`src/rtl/core_alloc_pkg.sv`:
```
package core_alloc_pkg;

    localparam int POOL_SIZE = 16;
    localparam int IDX_W     = $clog2(POOL_SIZE);
    localparam int PAIR_CNT  = POOL_SIZE / 2;
    localparam int CMD_W     = 8;
    localparam int SIZE_BIT  = 6;

    typedef enum logic {
        ASK_ONE = 1'b0,
        ASK_TWO = 1'b1
    } ask_size_e;

    typedef struct packed {
        logic             valid;
        logic             fail;
        logic [IDX_W-1:0] idx;
    } grant_t;

    function automatic ask_size_e decode_size(input logic [CMD_W-1:0] cmd);
        return ask_size_e'(cmd[SIZE_BIT]);
    endfunction

    function automatic logic [IDX_W-1:0] pair_base(input logic [IDX_W-1:0] idx);
        return {idx[IDX_W-1:1], 1'b0};
    endfunction

endpackage

```
`src/rtl/cap_release_mask.sv`:
```
module cap_release_mask #(
    parameter int N_CORES = 16,
    parameter int IW      = $clog2(N_CORES)
) (
    input  logic               rel_valid,
    input  logic               rel_pair,
    input  logic [IW-1:0]      rel_idx,
    output logic [N_CORES-1:0] clr_mask
);
    localparam logic [IW-1:0] ONE = IW'(1);

    logic [IW-1:0] even_idx;

    assign even_idx = {rel_idx[IW-1:1], 1'b0};

    always_comb begin
        clr_mask = '0;
        if (rel_valid) begin
            if (rel_pair) begin
                clr_mask[even_idx]       = 1'b1;
                clr_mask[even_idx | ONE] = 1'b1;
            end else begin
                clr_mask[rel_idx] = 1'b1;
            end
        end
    end
endmodule

```
`src/rtl/cap_single_search.sv`:
```
module cap_single_search #(
    parameter int N_CORES = 16,
    parameter int IW      = $clog2(N_CORES)
) (
    input  logic [N_CORES-1:0] free_mask,
    output logic               found,
    output logic [IW-1:0]      idx
);
    always_comb begin
        found = |free_mask;
        idx   = '0;
        for (int n = N_CORES - 1; n >= 0; n--) begin
            if (free_mask[n]) idx = IW'(n);
        end
    end
endmodule

```
`src/rtl/cap_pair_search.sv`:
```
module cap_pair_search #(
    parameter int N_PAIRS = 8,
    parameter int IW      = $clog2(2 * N_PAIRS)
) (
    input  logic [2*N_PAIRS-1:0] free_mask,
    input  logic                 top_down,
    output logic                 found,
    output logic [IW-1:0]        base_idx
);
    logic [N_PAIRS-1:0] pair_ok;
    logic [IW-1:0]      up_idx;
    logic [IW-1:0]      down_idx;

    for (genvar k = 0; k < N_PAIRS; k++) begin : gen_pair
        assign pair_ok[k] = free_mask[2*k] & free_mask[2*k+1];
    end

    always_comb begin
        up_idx = '0;
        for (int k = N_PAIRS - 1; k >= 0; k--) begin
            if (pair_ok[k]) up_idx = IW'(2 * k);
        end
    end

    always_comb begin
        down_idx = '0;
        for (int k = 0; k < N_PAIRS; k++) begin
            if (pair_ok[k]) down_idx = IW'(2 * k);
        end
    end

    assign found    = |pair_ok;
    assign base_idx = top_down ? down_idx : up_idx;
endmodule

```
`src/rtl/core_pool_alloc.sv`:
```
module core_pool_alloc
    import core_alloc_pkg::*;
#(
    parameter int N_CORES = POOL_SIZE,
    parameter int CW      = CMD_W
) (
    input  logic                         clk,
    input  logic                         rst,
    input  logic                         req_valid,
    input  logic [CW-1:0]                req_cmd,
    input  logic                         pair_top_down,
    input  logic                         rel_valid,
    input  logic                         rel_pair,
    input  logic [$clog2(N_CORES)-1:0]   rel_idx,
    output logic                         gnt_valid,
    output logic                         gnt_fail,
    output logic [$clog2(N_CORES)-1:0]   gnt_idx,
    output logic [N_CORES-1:0]           occupancy
);
    localparam int IW      = $clog2(N_CORES);
    localparam int N_PAIRS = N_CORES / 2;

    logic [N_CORES-1:0] occ_q;
    logic [N_CORES-1:0] occ_d;
    logic [N_CORES-1:0] clr_mask;
    logic [N_CORES-1:0] occ_released;
    logic [N_CORES-1:0] free_mask;
    logic [N_CORES-1:0] set_mask;

    logic               one_found;
    logic [IW-1:0]      one_idx;
    logic               two_found;
    logic [IW-1:0]      two_idx;

    ask_size_e          ask;
    logic               hit;
    logic [IW-1:0]      pick;
    grant_t             grant_q;
    grant_t             grant_d;

    cap_release_mask #(.N_CORES(N_CORES), .IW(IW)) u_rel (
        .rel_valid (rel_valid),
        .rel_pair  (rel_pair),
        .rel_idx   (rel_idx),
        .clr_mask  (clr_mask)
    );

    // Release is folded in before the search sees the mask.
    assign occ_released = occ_q & ~clr_mask;
    assign free_mask    = ~occ_released;

    cap_single_search #(.N_CORES(N_CORES), .IW(IW)) u_one (
        .free_mask (free_mask),
        .found     (one_found),
        .idx       (one_idx)
    );

    cap_pair_search #(.N_PAIRS(N_PAIRS), .IW(IW)) u_two (
        .free_mask (free_mask),
        .top_down  (pair_top_down),
        .found     (two_found),
        .base_idx  (two_idx)
    );

    always_comb begin
        ask      = decode_size(req_cmd);
        hit      = (ask == ASK_TWO) ? two_found : one_found;
        pick     = (ask == ASK_TWO) ? two_idx   : one_idx;
        set_mask = '0;
        if (req_valid && hit) begin
            if (ask == ASK_TWO) set_mask = N_CORES'(3) << pick;
            else                set_mask = N_CORES'(1) << pick;
        end
        occ_d         = occ_released | set_mask;
        grant_d.valid = req_valid;
        grant_d.fail  = req_valid & ~hit;
        grant_d.idx   = (req_valid && hit) ? pick : '0;
    end

    always_ff @(posedge clk) begin
        if (rst) begin
            occ_q   <= '0;
            grant_q <= '0;
        end else begin
            occ_q   <= occ_d;
            grant_q <= grant_d;
        end
    end

    assign occupancy = occ_q;
    assign gnt_valid = grant_q.valid;
    assign gnt_fail  = grant_q.fail;
    assign gnt_idx   = grant_q.idx;
endmodule

```
`config.mk`:
```
export PLATFORM = sky130hd
export DESIGN_NAME = core_pool_alloc
export DESIGN_NICKNAME = d
export VERILOG_FILES = /design/src/rtl/core_alloc_pkg.sv /design/src/rtl/cap_release_mask.sv /design/src/rtl/cap_single_search.sv /design/src/rtl/cap_pair_search.sv /design/src/rtl/core_pool_alloc.sv
export SDC_FILE = /design/constraint.sdc
export NUM_CORES = 1
export LEC_CHECK = 0
export CAP_MARGIN = 20
export CELL_PAD_IN_SITES_DETAIL_PLACEMENT = 1
export CELL_PAD_IN_SITES_GLOBAL_PLACEMENT = 1
export CORE_MARGIN = 3
export CORE_UTILIZATION = 38
export CTS_CLUSTER_SIZE = 14
export DETAILED_ROUTE_END_ITERATION = 10
export PLACE_DENSITY = 0.85
export RECOVER_POWER = 50
export SLEW_MARGIN = 5
export SYNTH_ARGS = -nofsm -noshare
export SYNTH_HDL_FRONTEND = slang
export SYNTH_SLANG_ARGS = --single-unit
```
`constraint.sdc`:
```
create_clock -name clk -period 5.3 [get_ports clk]
set_clock_uncertainty 0.05 [all_clocks]
set_input_delay 0.53 -clock clk [delete_from_list [all_inputs] [get_ports clk]]
set_output_delay 0.53 -clock clk [all_outputs]
set_load 0.005 [all_outputs]
```
==> impl_results.md <==
* Clk Latency, worst-skew pair at 270 ps
* Clk sinks at 22
* Ports at 40
* Detail Route Antenna Nets at 0
* Synth area leaders: dfxtp_1, o32ai_1, o31ai_2, nor2_1, nand2_1
* Data required, critical path at 5380 ps
* Compound-cell area share of the yosys netlist at 38.7%
* Initial DRC count at 103
* DRC violations left at 0
* Crit path max fanout at 14
* Xor and xnor area share after synthesis at 0%
* Finish-stage setup viols at 0
* FP Rows at 22
* Initial DRT Pass Iterations at 4
* Hold Path Cell Cnt at 2
* Avg WL per Cell at 21.9 microns
* Status: complete, no violations
* Count of different cell masters after synthesis at 54
* Simple-gate area share of the yosys netlist at 26.4%
* Final net count at 234
* Most common flop cell mapped by yosys: dfxtp_1
* Layout cell share with drive strength beyond 1 at 8.84%
* Largest net degree at the start of global routing at 18
* Post-DP Area at 1890 sq um
* Minimum clock period at 3570 ps
* WP data arrival at 3650 ps
* Largest family of logic cells by synthesized area: compound AO/OA/AOI/OAI gates
* Crit end category: register
* Dominant cell type by area after synthesis: dfxtp_1
* Total track usage at 24.0%
* Initial antenna violation count at 0
* Mapped Nets at 208
* DIE WIDTH at 70.3 microns
* Max cap viols at 0
* Fmax achieved at 0.280 GHz
* YS warnings at 0
* Most frequent cell after synthesis: dfxtp_1
* Synth top area share at 28.0%
* Worst min path class: register to register
* DR vias at 1783
* Area delta synth->final at 24.9%
* Final WS setup at 1730 ps
* RD Place Congestion at 0.904
* PwrDens at 216 nW/um^2
* Hpwl dp at 4.26 mm
* Total Die Area at 4950 sq um
* Post-synthesis cell area at 1570 sq um
* VDD IR max at 0.109 mV
* CORE AREA at 3830 sq um
* Post-Route WL at 5.76 mm
* Mux cell area share after synthesis at 1.91%
* Antenna diode count at 0
* Worst slew margin at 57.1%
* Final worst path period share at 67.4%
* Starting Density at 41.1%
* Flops & latches, synth at 22
* Sequential share of the synthesized area at 28.0%
* Clk buf depth at 2
* Hold-fix buffers at CTS at 0
* Htree depth at 1
* Post-Synthesis Cells at 190
* Via density at 6.78
* Static leakage at 0.707 nW
* Worst-path clk slew at 80 ps
* Global-route wire length before repair at 9.45 mm
* Finished Cell Area at 1960 sq um
* Number of synthesized flops with an enable pin at 0
* Post-CTS Setup Inserts at 0
* CTS Buf Count at 3
* Final Hold Fails at 0
* Critical path type: primary input to register
* CTS tree: yes
* Async S/R FF share, synth at 0%
* Worst Reg-to-Reg Cells at 7
* CTS resizes at 0
* Global route overflow at 0
* Crit path launch type: primary input
* PortBufs at 32
* Root Buffer: clkbuf_8
* Worst-margin pin slew at 641 ps
* Post-synth top cells: dfxtp_1, nor2_1, o32ai_1
* Number of global-route vias before repair at 1838
* Syn_area_per_cell at 8.28 sq um
* Setup TNS at 0 ps
* Setup WS pre-CTS at 1580 ps
* Slew Limit Fails at 0
* Die H at 70.3 microns
* Final hold slack at 544 ps
* Adder-Cell Fraction of Synth Area at 0%
* RSZ-0062 raised after global routing: no
path summary, 6_finish.rpt:
kind / from / to / slack [ps]
worst max-delay path: rel_valid / occupancy[3]$_SDFF_PP0_ / 1730
worst min-delay path: occupancy[11]$_SDFF_PP0_ / occupancy[11]$_SDFF_PP0_ / 540
worst min register to register: occupancy[11]$_SDFF_PP0_ / occupancy[11]$_SDFF_PP0_ / 540
worst max register to register: occupancy[6]$_SDFF_PP0_ / occupancy[3]$_SDFF_PP0_ / 2930
metrics by stage:
step / cells / util, % / power [mW]
final: 263 / 51.3 / 0.425
after global routing: 263 / 51.3 / 0.447
after CTS: 263 / 51.3 / 0.431
after detailed placement: 259 / 49.5 / 0.268
after global placement: 259 / 49.5 / 0.264
after floorplan: 190 / - / 0.231
layout make-up:
cell class	count	area [sq um]
inverter	5	18.8
timing repair buffer	32	320
fill	442	1860
clock buffer	3	41.3
sequential	22	440
multi-input combinational	152	1050
clock inverter	1	30.0
tap	48	60.1
critical path: stages:
cell and delay, ps:
clkdlybuf4s50_1 760, nand2b_1 430, o31ai_2 630, a311oi_1 110
a211o_1 300, and2_1 180, a21oi_1 530, o32ai_1 170
registers in the layout (all words and copies together), names as in the netlist:
name and flops:
gnt_idx 4, gnt_fail 1, occupancy 16, gnt_valid 1
cells by family (layout without fill, tap and decap cells):
group / count (synthesis) / after routing
AO/OA/AOI/OAI: 76 / 76
AND/OR/NAND/NOR: 73 / 73
flip-flops: 22 / 22
buffers and inverters: 16 / 41
multiplexers: 3 / 3
power by group:
group          total (mW)  internal (mW)  switching, mW
Sequential          0.177          0.171        0.00595
Clock               0.161          0.101         0.0602
Combinational      0.0871         0.0343         0.0528
Total               0.425          0.306          0.119
cells in the final DEF (no fill, tap or decap), types with 7 or more instances in the layout:
cell type        count
dfxtp_1             22
dlygate4sd3_1       22
nor2_1              15
o32ai_1             14
nand2_1             13
clkdlybuf4s50_1     10
o21ai_0              7
nand3_1              7
a21oi_1              7
per-layer routing:
| layer | wire length, microns | vias up | global-route usage [%] |
|---|---|---|---|
| met5 | 0 | - | 0 |
| met4 | 160 | 0 | 11.5 |
| met3 | 325 | 15 | 3.74 |
| met2 | 2880 | 72 | 40.1 |
| met1 | 2390 | 895 | 29.6 |
| li1 | - | 801 | - |
(Power assumes the default switching activity.)
